[config.mk]
export PLATFORM = sky130hd
export DESIGN_NAME = chg_safety_timer
export DESIGN_NICKNAME = d
export VERILOG_FILES = /design/src/rtl/ctmr_pkg.sv /design/src/rtl/ctmr_rate_gate.sv /design/src/rtl/ctmr_counter.sv /design/src/rtl/ctmr_flag.sv /design/src/rtl/chg_safety_timer.sv
export SDC_FILE = /design/constraint.sdc
export NUM_CORES = 1
export LEC_CHECK = 0
export BUFFER_PORTS_ARGS = -buffer_cell sky130_fd_sc_hd__buf_2
export CORE_MARGIN = 8
export CORE_UTILIZATION = 60
export DETAILED_ROUTE_END_ITERATION = 10
export PLACE_DENSITY = 0.79
export REMOVE_ABC_BUFFERS = 1
export SLEW_MARGIN = 0
export SYNTH_ARGS = -nofsm -noshare
export SYNTH_HDL_FRONTEND = slang
export SYNTH_SLANG_ARGS = --single-unit
[constraint.sdc]
create_clock -name clk -period 7.1 [get_ports clk]
set_clock_uncertainty 0.2 [all_clocks]
set_input_delay 0.71 -clock clk [delete_from_list [all_inputs] [get_ports clk]]
set_output_delay 0.71 -clock clk [all_outputs]
set_load 0.02 [all_outputs]
[src/rtl/ctmr_pkg.sv]
package ctmr_pkg;
   localparam int unsigned NUM_DUR = 4;
   localparam int unsigned SEL_W   = $clog2(NUM_DUR);

   typedef logic [SEL_W-1:0] dur_sel_t;

   typedef struct packed {
      logic iin_reg;
      logic vin_reg;
      logic temp_derate;
   } derate_t;

   function automatic logic derate_any(derate_t d);
      return d.iin_reg | d.vin_reg | d.temp_derate;
   endfunction
endpackage

[src/rtl/ctmr_rate_gate.sv]
module ctmr_rate_gate (
   input  logic clk,
   input  logic rst_n,
   input  logic clr,
   input  logic tick,
   input  logic run,
   input  logic slow,
   output logic step
);
   logic ph;

   always_ff @(posedge clk or negedge rst_n) begin
      if (!rst_n)                   ph <= 1'b0;
      else if (clr)                 ph <= 1'b0;
      else if (tick && run && slow) ph <= ~ph;
   end

   assign step = tick && run && (!slow || ph);

   // the half-rate phase is frozen when nothing is counted
   a_r6_phase_frozen: assert property (@(posedge clk) disable iff (!rst_n)
      (!clr && !(tick && run)) |=> $stable(ph));
endmodule

[src/rtl/ctmr_counter.sv]
module ctmr_counter #(
   parameter int unsigned W = 12
) (
   input  logic         clk,
   input  logic         rst_n,
   input  logic         clr,
   input  logic         step,
   input  logic [W-1:0] limit,
   output logic         hit
);
   logic [W-1:0] cnt;

   generate
      if (W < 2) begin : g_bad_w
         $error("ctmr_counter: W must be at least 2");
      end
   endgenerate

   always_ff @(posedge clk or negedge rst_n) begin
      if (!rst_n)                    cnt <= '0;
      else if (clr)                  cnt <= '0;
      else if (step && cnt < limit)  cnt <= cnt + W'(1);
   end

   assign hit = (cnt >= limit);

   a_r7_clear_to_zero: assert property (@(posedge clk) disable iff (!rst_n)
      clr |=> (cnt == '0));
   a_r6_hold_without_step: assert property (@(posedge clk) disable iff (!rst_n)
      (!clr && !step) |=> $stable(cnt));
   a_r1_no_overflow: assert property (@(posedge clk) disable iff (!rst_n)
      (!clr && step && hit) |=> $stable(cnt));
endmodule

[src/rtl/ctmr_flag.sv]
module ctmr_flag (
   input  logic clk,
   input  logic rst_n,
   input  logic hit,
   input  logic host_clr,
   input  logic restart,
   output logic flt,
   output logic irq
);
   logic hit_q;
   logic rise;

   assign rise = hit && !hit_q;

   always_ff @(posedge clk or negedge rst_n) begin
      if (!rst_n) begin
         hit_q <= 1'b0;
         flt   <= 1'b0;
         irq   <= 1'b0;
      end else begin
         hit_q <= hit;
         irq   <= rise;
         if (rise)                     flt <= 1'b1;
         else if (restart || host_clr) flt <= 1'b0;
      end
   end

   a_r2_irq_one_cycle: assert property (@(posedge clk) disable iff (!rst_n)
      irq |=> !irq);
   a_r2_irq_with_flag: assert property (@(posedge clk) disable iff (!rst_n)
      irq |-> flt);
   a_r10_host_clear: assert property (@(posedge clk) disable iff (!rst_n)
      (host_clr && !hit) |=> !flt);
endmodule

[src/rtl/chg_safety_timer.sv]
module chg_safety_timer
   import ctmr_pkg::*;
#(
   parameter int unsigned CNT_W              = 12,
   parameter int unsigned DUR_TICKS [NUM_DUR] = '{300, 480, 720, 1440},
   parameter int unsigned PRE_TICKS          = 120
) (
   input  logic       clk,
   input  logic       rst_n,
   input  logic       tick_i,
   input  logic       chg_en_i,
   input  logic       chg_active_i,
   input  logic       chg_fault_i,
   input  logic       iin_reg_i,
   input  logic       vin_reg_i,
   input  logic       temp_derate_i,
   input  logic       vbat_low_i,
   input  logic       cfg_tmr_en_i,
   input  logic       cfg_dbl_en_i,
   input  logic       cfg_pre_en_i,
   input  logic [1:0] cfg_dur_sel_i,
   input  logic       flt_clr_i,
   output logic       tmr_flt_o,
   output logic       tmr_irq_o
);
   localparam logic [CNT_W-1:0] PRE_LIM = CNT_W'(PRE_TICKS);

   logic [CNT_W-1:0] lim_tab [NUM_DUR];
   logic [CNT_W-1:0] fast_lim;
   logic             en_q, restart, clr;
   logic             base_run, fast_run, pre_run, slow;
   logic             fast_step, pre_step, fast_hit, pre_hit, any_hit;
   derate_t          drt;

   generate
      if (PRE_TICKS == 0 || PRE_TICKS >= 2**CNT_W) begin : g_bad_pre
         $error("chg_safety_timer: PRE_TICKS out of range for CNT_W");
      end
      for (genvar i = 0; i < NUM_DUR; i++) begin : g_lim
         if (DUR_TICKS[i] == 0 || DUR_TICKS[i] >= 2**CNT_W) begin : g_bad_dur
            $error("chg_safety_timer: DUR_TICKS entry out of range for CNT_W");
         end
         assign lim_tab[i] = CNT_W'(DUR_TICKS[i]);
      end
   endgenerate

   always_ff @(posedge clk or negedge rst_n) begin
      if (!rst_n) en_q <= 1'b0;
      else        en_q <= chg_en_i;
   end

   assign restart  = chg_en_i && !en_q;
   assign clr      = !chg_en_i;
   assign drt      = '{iin_reg: iin_reg_i, vin_reg: vin_reg_i, temp_derate: temp_derate_i};
   assign slow     = cfg_dbl_en_i && derate_any(drt);
   assign base_run = chg_en_i && chg_active_i && !chg_fault_i;
   assign fast_run = base_run && cfg_tmr_en_i && !vbat_low_i;
   assign pre_run  = base_run && cfg_pre_en_i && vbat_low_i;
   assign fast_lim = lim_tab[dur_sel_t'(cfg_dur_sel_i)];

   ctmr_rate_gate u_fast_gate (
      .clk(clk), .rst_n(rst_n), .clr(clr), .tick(tick_i),
      .run(fast_run), .slow(slow), .step(fast_step));

   ctmr_rate_gate u_pre_gate (
      .clk(clk), .rst_n(rst_n), .clr(clr), .tick(tick_i),
      .run(pre_run), .slow(1'b0), .step(pre_step));

   ctmr_counter #(.W(CNT_W)) u_fast_cnt (
      .clk(clk), .rst_n(rst_n), .clr(clr), .step(fast_step),
      .limit(fast_lim), .hit(fast_hit));

   ctmr_counter #(.W(CNT_W)) u_pre_cnt (
      .clk(clk), .rst_n(rst_n), .clr(clr), .step(pre_step),
      .limit(PRE_LIM), .hit(pre_hit));

   assign any_hit = (fast_hit && cfg_tmr_en_i) || (pre_hit && cfg_pre_en_i);

   ctmr_flag u_flag (
      .clk(clk), .rst_n(rst_n), .hit(any_hit), .host_clr(flt_clr_i),
      .restart(restart), .flt(tmr_flt_o), .irq(tmr_irq_o));

   // the fast count only moves when enabled and above the low threshold
   a_r3_fast_step_gated: assert property (@(posedge clk) disable iff (!rst_n)
      fast_step |-> (cfg_tmr_en_i && !vbat_low_i));
   // an interrupt needs one of the timers enabled the cycle before
   a_r3_irq_needs_enable: assert property (@(posedge clk) disable iff (!rst_n)
      tmr_irq_o |-> $past(cfg_tmr_en_i || cfg_pre_en_i));
   // the pre-charge count only moves below the low threshold
   a_r8_pre_step_gated: assert property (@(posedge clk) disable iff (!rst_n)
      pre_step |-> (vbat_low_i && cfg_pre_en_i));
endmodule

======== Word-level counts from Yosys, hierarchy flattened ========
Cells that the tools add are included.
storage, ports and cells
  register bits after elaboration ......... 29
  bits in latches ......................... 0
  RAM bits ................................ 0
  memory bits (read-only) ................. 0
  logic and storage cells ................. 58
  memories ................................ 0
operators by class
  add/sub/neg operators ................... 2
  $mul .................................... 0
  divide/modulo/power cells ............... 0
  $lt $le $gt $ge ......................... 5
  equality and inequality tests ........... 3
  shift-type cells ........................ 0
  muxes and demuxes ....................... 11
  bitwise logic cells ..................... 4
  reductions and logical operators ........ 26
operators by type and width
  cell                                                         count
  two-way mux 12 bit                                           6
  adder 12 x 1 -> 12 bit, second input constant                2
  binary-select mux 12 bit (select 2 bit)                      1
  logical AND 1 bit                                            17
  >= comparator 12 bit                                         1
  >= comparator 12 x 7 -> 1 bit, second input constant         1
  less-than comparator 12 bit                                  1
  less-than comparator 12 x 7 -> 1 bit, second input constant  1
  != test 2 x 1 -> 1 bit, second input constant                3
  zero test 1 bit                                              5
  two-way mux 1 bit                                            4
  >= comparator 3 bit, second input constant                   1
  logical OR 1 bit                                             3
  inverter 2 -> 3 bit                                          1
  OR 1 bit                                                     2
  nonzero test 2 bit                                           1
  inverter 1 bit                                               1

======== Logic depth before layout (Yosys ltp) ========
Gate-level depths: netlist of run 1.
  word-level depth ........................ 9
  mapped depth ............................ 10
  mapped depth without buffers ............ 9

======== Cells and area by module ========
From an unflattened synthesis of run 1, not the netlist that was laid out.
unflattened totals
  cell total of the unflattened synthesis .. 260
  area total of the unflattened synthesis .. 2334.7 µm²
by module, submodules not included
  module                      instances  cells each  area each (µm²)  seq. area each (µm²)
  ctmr_counter at u_pre_cnt   1          111         974.7            300.3
  ctmr_counter at u_fast_cnt  1          107         950.9            300.3
  chg_safety_timer            1          20          173.9            25.0
  ctmr_rate_gate              2          8           67.6             25.0
  ctmr_flag                   1          6           100.1            75.1

======== Least setup slack after synthesis of run 1 ========
No wires, ideal clock.
  path type ............................... input port to flip-flop
  start ................................... input cfg_dur_sel_i[0]
  end ..................................... register u_fast_cnt.cnt[10]
  setup time .............................. 79 ps
  arrival ................................. 2549 ps
  data required time ...................... 6821 ps
  slack ................................... 4272 ps
  stages .................................. 10
  path buffers ............................ 1
  cell sequence ........................... inv_1 > ha_1 > inv_1 > ha_1 > and3b_1 > a211oi_1 > a31oi_1 > buf_2 > nor4_1 > mux2i_1
between the ends
  cells in the longest elaborated chain, start to end .. 7
ends and longest elaborated chain
  element                                                RTL line                source
  start, declared                                        chg_safety_timer.sv:21  input logic [1:0] cfg_dur_sel_i,
  inverter 2 -> 3 bit (implied by the code)              chg_safety_timer.sv:59  assign fast_lim = lim_tab[dur_sel_t'(cfg_dur_sel_i)];
  binary-select mux 12 bit (select 2 bit)                chg_safety_timer.sv:59
  two-way mux 12 bit (implied by the code) (2 in a row)  chg_safety_timer.sv:59
  less-than comparator 12 bit                            ctmr_counter.sv:22      else if (step && cnt < limit) cnt <= cnt + W'(1);
  logical AND 1 bit                                      ctmr_counter.sv:22
  != test 2 x 1 -> 1 bit (no line)                       -
  end signal, assigned                                   ctmr_counter.sv:22
  end, declared                                          ctmr_counter.sv:11      logic [W-1:0] cnt;
Every way passes these cells. The select of a mux whose other input is x is not followed.
A chain may end at the register's enable or synchronous reset.

======== Worst setup path after layout of run 1 ========
  start ................................... input cfg_dur_sel_i[0]
  end ..................................... register u_fast_cnt.cnt[11]
The elaborated chain is that of the path after synthesis.

==> results of run 1 <==
==> cells by family (layout without fill, tap and decap cells) <==
group,count (synthesis),after routing,synth area share [%]
adder cells (fa/ha/maj),16,16,11.0
AO/OA/AOI/OAI,25,25,11.5
buffers and inverters,22,42,4.60
AND/OR/NAND/NOR,81,81,24.7
flip-flops,29,29,39.9
multiplexers,9,9,4.95
XOR/XNOR,7,7,3.37
==> power breakdown <==
part | switching (W) | internal (W)
logic | 0.0000151 | 0.00000891
clock network | 0.0000572 | 0.0000573
registers | 0.000000315 | 0.000166
==> synthesized netlist by cell type, types with 5 or more instances <==
master   number
nor4_1        7
nand2_1      17
mux2i_1       9
ha_1         16
a21oi_1       7
or2b_1        5
nand3_1       9
nor2_1       10
inv_1        17
and3_1        7
and2_1        8
dfrtp_1      29
==> cell type report <==
type / count / area share [%]
Clock buffer: 7 / 3.26
Clock inverter: 1 / 0.251
Inverter: 17 / 3.20
Multi-Input combinational cell: 138 / 50.6
Sequential cell: 29 / 36.3
Tap cell: 33 / 2.07
Timing Repair Buffer: 17 / 4.26
==> cell usage in the layout, fill, tap and decap left out, types with 2 or more instances in the layout <==
| master | instances |
|---|---|
| a21oi_1 | 7 |
| a31oi_1 | 2 |
| and2_1 | 8 |
| and3_1 | 7 |
| and4_1 | 2 |
| buf_2 | 17 |
| clkbuf_4 | 5 |
| clkbuf_8 | 2 |
| dfrtp_1 | 29 |
| ha_1 | 16 |
| inv_1 | 17 |
| mux2i_1 | 9 |
| nand2_1 | 17 |
| nand2b_1 | 3 |
| nand3_1 | 9 |
| nand4_1 | 3 |
| nor2_1 | 10 |
| nor3_1 | 2 |
| nor4_1 | 7 |
| o21ai_0 | 2 |
| o31ai_1 | 3 |
| or2b_1 | 5 |
| or4_1 | 3 |
| xnor2_1 | 3 |
| xor2_1 | 4 |
==> worst register-to-register path, delay by kind of cell (launching register included) <==
| family | cells | cell delay (ns) |
|---|---|---|
| simple gates | 2 | 0.42 |
| fa+ha+maj | 1 | 0.34 |
| compound gates | 3 | 1.21 |
| flops | 1 | 0.43 |
==> metrics by stage <==
stage | setup slack [ns] | hold WS (ns) | std cells
floorplan | 4.15 | 0.200 | 184
global placement | 3.82 | 0.217 | 234
detailed placement | 3.70 | 0.250 | 234
CTS | 4.04 | 0.217 | 242
global route | 3.81 | 0.248 | 242
finish | 4.00 | 0.199 | 242
==> final timing paths <==
kind	start	end	cells past startpoint
max	cfg_dur_sel_i[0]	u_fast_cnt.cnt[11]$_DFFE_PN0P_	10
min reg2reg	u_flag.hit_q$_DFF_PN0_	u_flag.irq$_DFF_PN0_	1
max in group asynchronous	rst_n	u_pre_cnt.cnt[9]$_DFFE_PN0P_	1
min	rst_n	u_flag.flt$_DFFE_PN0P_	1
max reg2reg	u_fast_cnt.cnt[7]$_DFFE_PN0P_	u_fast_cnt.cnt[11]$_DFFE_PN0P_	6
min in group clk	u_flag.hit_q$_DFF_PN0_	u_flag.irq$_DFF_PN0_	1
==> flip-flops by register name (all words and copies together), names as in the netlist <==
name	cells
u_flag.flt	1
u_pre_cnt.cnt	12
u_fast_cnt.cnt	12
u_flag.irq	1
u_fast_gate.ph	1
u_flag.hit_q	1
en_q	1
==> metal layers <==
metal  wire length, µm  vias to the layer above  global-route usage [%]
met2              1730                       51                    24.3
met3               275                       11                    5.23
met4                72                        0                    5.08
met5                 0                        -                       0
li1                  -                      700                       -
met1              1550                      680                    18.4
==> reports/metrics.csv, run 1 <==
metric,value,unit
cell family with most CP delay,compound AO/OA/AOI/OAI gates,
synthesized flop and latch total,29,
Final Hold Vio Count,0,
worst min path class,in -> async,
CTS tree,built,
DIE WIDTH,71.1,µm
htree depth,2,
CP Launch Type,primary input,
Layout Utilization,67.1,%
CP peak stage delay,0.74,ns
total CTS buffers,5,
I/O Pins,18,
Worst VDD drop,0.106,mV
CP Max Fanout,14,
area of the core,0.00298,mm²
P_leak,0.950,nW
Synth area leaders,"dfrtp_1 (40%), ha_1 (11%), mux2i_1 (4.9%)",
Clock Sinks,29,
drt wl/cell,15.0,µm
outcome,finished clean,
remaining global-route overflow,0,
critical path type,in -> reg,
slew margin rel.,33.7,%
final worst path period share,43.7,%
DRT iter0 DRCs,78,
"Clk pin slew, worst setup/hold paths",0.09,ns
num rows,20,
Fmax,323,MHz
CP cell instances,"buf_2, inv_1, ha_1, inv_1, ha_1, and4_1, a211oi_1, a31oi_1, nor2_1, a32o_1",
Synth area leader,dfrtp_1,
number of fill cells,247,
crit path max-delay cell type,a31oi_1,
fin nets,240,
Skew-Pair Late Insertion Delay,0.32,ns
critical path required time,7.12,ns
GP Congestion,0.824,
share of layout cells above drive strength 1,14.4,%
Synth Warn #,0,
Post-synth EDFFs,0,
Mapped Area,0.00182,mm²
cts hold-fix bufs,0,
number of remaining DRC errors,0,
initial antenna violation count,0,
Post-synth top flop,dfrtp_1,
Netlist cell types,40,
I/O Buffers,17,
multi-input logic area,0.00101,mm²
Syn Inst Count,189,
share of the synthesized area in the top cell type,39.9,%
Die Y-Extent,71.1,µm
root buf cell,clkbuf_4,
largest net degree at the start of global routing,30,
unrepaired setup endpoints after global routing,no,
sequential standard cell area,726,µm²
Total GRT Usage,15.2,%
Starting Density,61.1,%
Final Max Slew Viols,0,
DIE AREA,0.00505,mm²
WP buf/inv,3,
CTS max path bufs,2,
Worst setup EP type,flop,
post-DP HPWL,2770,µm
asr flop ratio synth,100,%
global-route wire length before repair,6220,µm
DR pass1 iterations,4,
R2R Setup Slk,4.40,ns
register area share after synthesis,39.9,%
P&R area growth vs syn,9.69,%
setup violators final,0,
WP data arrival,3.11,ns
via count,1442,
post-CTS setup buffer count,0,
slew of the pin with the lowest slew margin,0.989,ns
vias in the first global route,1402,
design area,0.00200,mm²
CTS resizes,0,
Syn Area/Cell,9.63,µm²
total power,0.000304,W
Power Density,152,mW/mm²
vias per cell,5.96,
Max Cap Violations,0,
placed inst area,0.00193,mm²
WL final,3630,µm
Final TNS setup,0,ns
# diodes,0,
"Min Clock Period, post-route",3.10,ns
antenna-violating nets left,0,
Note: power is estimated with default switching activity, not from simulation.
==> inputs of run 2 (changes only) <==
CORE_UTILIZATION = 58   (was 60)
PLACE_DENSITY = 0.76   (was 0.79)
clock period = 3.2 ns   (was 7.1 ns; I/O delays follow)
==> reports/metrics.csv, run 2 (synthesized netlist as in run 1, its figures left out) <==
metric,value,unit
DIE AREA,0.00519,mm²
DRT iter0 DRCs,92,
vias in the first global route,1387,
DIE WIDTH,72.0,µm
Starting Density,60.1,%
final worst path period share,77.8,%
Hold Path Depth,3,
FF-to-FF Start,u_fast_cnt.cnt[10]$_DFFE_PN0P_,
global-route wire length before repair,6350,µm
setup violators final,0,
Die Y-Extent,72.0,µm
antenna-violating nets left,0,
Worst VDD drop,0.313,mV
critical path type,reg -> reg,
number of remaining DRC errors,0,
CTS max path bufs,2,
WL final,3730,µm
Final TNS setup,0,ns
"Min Clock Period, post-route",2.49,ns
Layout Cells excl Fill,255,
I/O Buffers,17,
Clock Sinks,29,
Worst setup EP type,flop,
outcome,finished clean,
R2R Setup Slk,0.71,ns
P&R area growth vs syn,12.0,%
largest net degree at the start of global routing,30,
share of layout cells above drive strength 1,14.7,%
Total GRT Usage,15.6,%
placed cells,247,
critical path required time,3.25,ns
post-CTS setup buffer count,0,
Worst Hold Launch,cfg_pre_en_i,
Max Cap Violations,0,
Final Max Slew Viols,0,
slew of the pin with the lowest slew margin,0.632,ns
Skew-Pair Late Insertion Delay,0.33,ns
worst hold endpoint,u_flag.hit_q$_DFF_PN0_,
vias per cell,5.71,
unrepaired setup endpoints after global routing,no,
via count,1457,
CTS resizes,0,
Final Hold Vio Count,0,
P_leak,0.965,nW
Critical R2R Capture,u_fast_cnt.cnt[6]$_DFFE_PN0P_,
Layout Utilization,67.3,%
worst min path class,in -> reg,
area of the core,0.00303,mm²
GP Congestion,0.816,
num rows,20,
CP Launch Type,flop,
CTS tree,built,
Fmax,401,MHz
Power Density,349,mW/mm²
I/O Pins,18,
Top Registers,"u_fast_cnt.cnt (12), u_pre_cnt.cnt (12)",
cts hold-fix bufs,1,
slew margin rel.,57.9,%
most frequent cells in the layout,"dfrtp_1 (29), inv_1 (17), nand2_1 (17), buf_2 (17), ha_1 (16)",
hold_ws,0.0309,ns
# diodes,0,
total power,0.000711,W
drt wl/cell,14.6,µm
total CTS buffers,5,
"commonest non-fill, non-tap cell in the layout",dfrtp_1,
CP Max Fanout,14,
root buf cell,clkbuf_4,
"Clk pin slew, worst setup/hold paths",0.10,ns
DR pass1 iterations,4,
Reg2Reg Depth,7,
WP data arrival,2.54,ns
remaining global-route overflow,0,
post-DP HPWL,2830,µm
initial antenna violation count,0,
htree depth,2,
fin nets,243,
==> run 2: cell types whose count changed in the layout (fill, tap and decap cells not counted), sizes merged <==
cell         change
bufinv           +1
dlygate4sd3      +1
clkbuf           -2
buf              +2
==> run 2: worst max-delay path by stage <==
stage / cells after the start / to / from / slack [ns]
detailed placement: 11 / u_fast_cnt.cnt[6]$_DFFE_PN0P_ / cfg_dur_sel_i[0] / 0.40
global route: 11 / u_fast_cnt.cnt[6]$_DFFE_PN0P_ / cfg_dur_sel_i[0] / 0.52
global placement: 11 / u_fast_cnt.cnt[6]$_DFFE_PN0P_ / cfg_dur_sel_i[0] / 0.52
CTS: 7 / u_fast_cnt.cnt[6]$_DFFE_PN0P_ / u_fast_cnt.cnt[10]$_DFFE_PN0P_ / 0.70
finish: 7 / u_fast_cnt.cnt[6]$_DFFE_PN0P_ / u_fast_cnt.cnt[10]$_DFFE_PN0P_ / 0.71
floorplan: 9 / u_fast_cnt.cnt[11]$_DFFE_PN0P_ / cfg_dur_sel_i[0] / 0.64
==> run 2: critical path, cell delays in order, from the launching register on <==
cell and delay [ns]:
dfrtp_1 0.41, ha_1 0.32, a211o_1 0.32, a211oi_1 0.21, a31oi_1 0.06, buf_4 0.19, nor4_1 0.49, mux2i_1 0.23
==> run 2: final cells by class <==
cell class	instances	area, µm²
clock inverters	2	35.0
well taps	44	55.1
clock buffers	5	37.5
multi-input cells	138	1010
inverters	17	63.8
flip-flops and latches	29	726
fillers	256	990
repair buffers	20	110
==> run 2: report_power, final <==
group	internal [W]	switching [W]	total, W
Combinational	0.0000214	0.0000346	0.0000560
Sequential	0.000367	0.000000635	0.000368
Clock	0.000159	0.000129	0.000288
==> run 2: metal layers <==
layer | track usage [%] | share of wire, % | up-vias
met1 | 18.6 | 42 | 706
met3 | 6.06 | 6.5 | 11
met2 | 24.8 | 49 | 38
li1 | - | - | 702
met5 | 0 | 0 | -
met4 | 5.90 | 2.0 | 0
==> run 2: per-stage QoR <==
stage	area (µm²)	setup slack (ns)
after global routing	2040	0.523
after detailed placement	1960	0.397
after CTS	2040	0.703
final	2040	0.709
after global placement	1960	0.515
after floorplan	1800	0.640
==> inputs of run 3 (changes only) <==
clock period = 2.4 ns   (was 3.2 ns; I/O delays follow)
==> reports/metrics.csv, run 3 (synthesized netlist as in run 1, its figures left out) <==
metric,value,unit
CTS max path bufs,2,
remaining global-route overflow,0,
Die Y-Extent,72.0,µm
Starting Density,60.1,%
number of remaining DRC errors,0,
CP Max Fanout,4,
worst min path class,in -> reg,
total power,0.000992,W
initial antenna violation count,0,
met1 track demand over resource,19.7,%
antenna-violating nets left,0,
"commonest non-fill, non-tap cell in the layout",dfrtp_1,
# diodes,0,
P&R area growth vs syn,19.5,%
I/O Buffers,17,
GR Util met3,4.55,%
GRT Max-Usage Layer,met2,
CTS tree,built,
global-route wire length before repair,6750,µm
Final Hold Vio Count,0,
post-CTS setup buffer count,0,
Reg2Reg Depth,7,
"Min Clock Period, post-route",2.33,ns
Critical R2R Capture,u_fast_cnt.cnt[3]$_DFFE_PN0P_,
Power Density,456,mW/mm²
Skew-Pair Late Insertion Delay,0.33,ns
DRT iter0 DRCs,51,
Hold Path Depth,4,
slew of the pin with the lowest slew margin,0.628,ns
DIE WIDTH,72.0,µm
Final TNS setup,0,ns
critical path type,reg -> reg,
sequential standard cell area,726,µm²
total CTS buffers,5,
Top Registers,"u_fast_cnt.cnt (12), u_pre_cnt.cnt (12)",
GR Util met2,26.2,%
drt wl/cell,14.6,µm
Max Cap Violations,0,
Worst setup EP type,flop,
I/O Pins,18,
area of the core,0.00303,mm²
htree depth,2,
post-DP HPWL,3000,µm
setup violators final,0,
WL final,3950,µm
worst hold endpoint,u_flag.flt$_DFFE_PN0P_,
FF-to-FF Start,u_fast_cnt.cnt[7]$_DFFE_PN0P_,
vias in the first global route,1549,
final worst path period share,96.9,%
"Clk pin slew, worst setup/hold paths",0.10,ns
share of layout cells above drive strength 1,20.8,%
Fmax,430,MHz
Worst VDD drop,0.420,mV
most frequent cells in the layout,"dfrtp_1 (29), inv_1 (17), nand2_1 (17), buf_2 (17), ha_1 (16)",
critical path required time,2.45,ns
Clock Sinks,29,
Net Switching,0.000217,W
number of fill cells,241,
Sw Ratio,21.9,%
slew margin rel.,58.1,%
multi-input logic area,0.00103,mm²
CP Launch Type,flop,
R2R Setup Slk,0.07,ns
internal power,0.000775,W
root buf cell,clkbuf_4,
Clock Power Share,42.1,%
DIE AREA,0.00519,mm²
vias per cell,5.56,
Total GRT Usage,16.5,%
Logic pwr share,8.5,%
outcome,finished clean,
Flop pwr share,49.4,%
num rows,20,
hold_ws,0.0203,ns
Crit. Startpoint,u_fast_cnt.cnt[7]$_DFFE_PN0P_,
largest net degree at the start of global routing,30,
DR pass1 iterations,4,
fin nets,257,
Worst Hold Launch,flt_clr_i,
via count,1500,
Final Max Slew Viols,0,
WP data arrival,2.38,ns
P_leak,1.04,nW
GP Congestion,0.808,
-- run 3: cell count changes in the layout (fill, tap and decap cells not counted), sizes merged --
cell / delta
clkinv: -1
clkbuf: +2
buf: +13
dlygate4sd3: +1
-- run 3: worst max path at each step --
| stage | end | slack (ns) |
|---|---|---|
| final | u_fast_cnt.cnt[3]$_DFFE_PN0P_ | 0.07 |
| after global routing | u_fast_cnt.cnt[8]$_DFFE_PN0P_ | -0.008 |
| after global placement | u_fast_cnt.cnt[3]$_DFFE_PN0P_ | -0.11 |
| after CTS | u_fast_cnt.cnt[3]$_DFFE_PN0P_ | 0.007 |
| after floorplan | u_fast_cnt.cnt[11]$_DFFE_PN0P_ | -0.08 |
| after detailed placement | u_fast_cnt.cnt[5]$_DFFE_PN0P_ | -0.29 |
-- run 3: routing by layer --
metal | share of wire [%] | up-vias
met5 | 0 | -
met4 | 3.2 | 0
met3 | 5.2 | 17
met2 | 46 | 38
met1 | 45 | 712
li1 | - | 733
-- run 3: cell type report --
| type | instances | area share [%] |
|---|---|---|
| clock buffers | 7 | 2.53 |
| clock inverters | 1 | 1.38 |
| inverters | 17 | 2.93 |
| multi-input cells | 138 | 47.3 |
| flip-flops and latches | 29 | 33.4 |
| well taps | 44 | 2.53 |
| repair buffers | 34 | 10.0 |
-- run 3: what timing repair did --
item                                    in CTS  in global routing
gates cloned                                 0                  0
pin swaps                                    0                  5
gates resized for setup                      2                  1
endpoints found under the hold margin       31                  0
endpoints found under the setup margin       2                  9
hold buffers                                 2                  0
-- run 3: critical path: stages (launching register included) --
cell and delay (ns):
dfrtp_1 0.40, ha_1 0.31, and2_1 0.18, a32oi_1 0.22
a31oi_1 0.13, buf_4 0.16, or4_1 0.51, a21oi_1 0.15
-- run 3: through the flow --
step           utilization, %  instance area, µm²  instances  worst slack, ns
2_1_floorplan               -                1800        184          -0.0802
3_3_place_gp             67.8                2050        260           -0.115
3_5_place_dp             67.8                2050        260           -0.293
4_1_cts                  71.7                2170        270          0.00712
5_1_grt                  71.9                2180        270         -0.00846
6_report                 71.9                2180        270           0.0740
-- run 3: power groups by stage --
| stage | Sequential, W | Combinational [W] | Clock (W) |
|---|---|---|---|
| 2_1_floorplan | 0.000500 | 0.0000333 | 0 |
| 4_1_cts | 0.000491 | 0.0000850 | 0.000426 |
| 5_1_grt | 0.000491 | 0.0000959 | 0.000450 |
| 6_report | 0.000491 | 0.0000839 | 0.000418 |
| 3_5_place_dp | 0.000500 | 0.0000807 | 0 |
| 3_3_place_gp | 0.000500 | 0.0000771 | 0 |
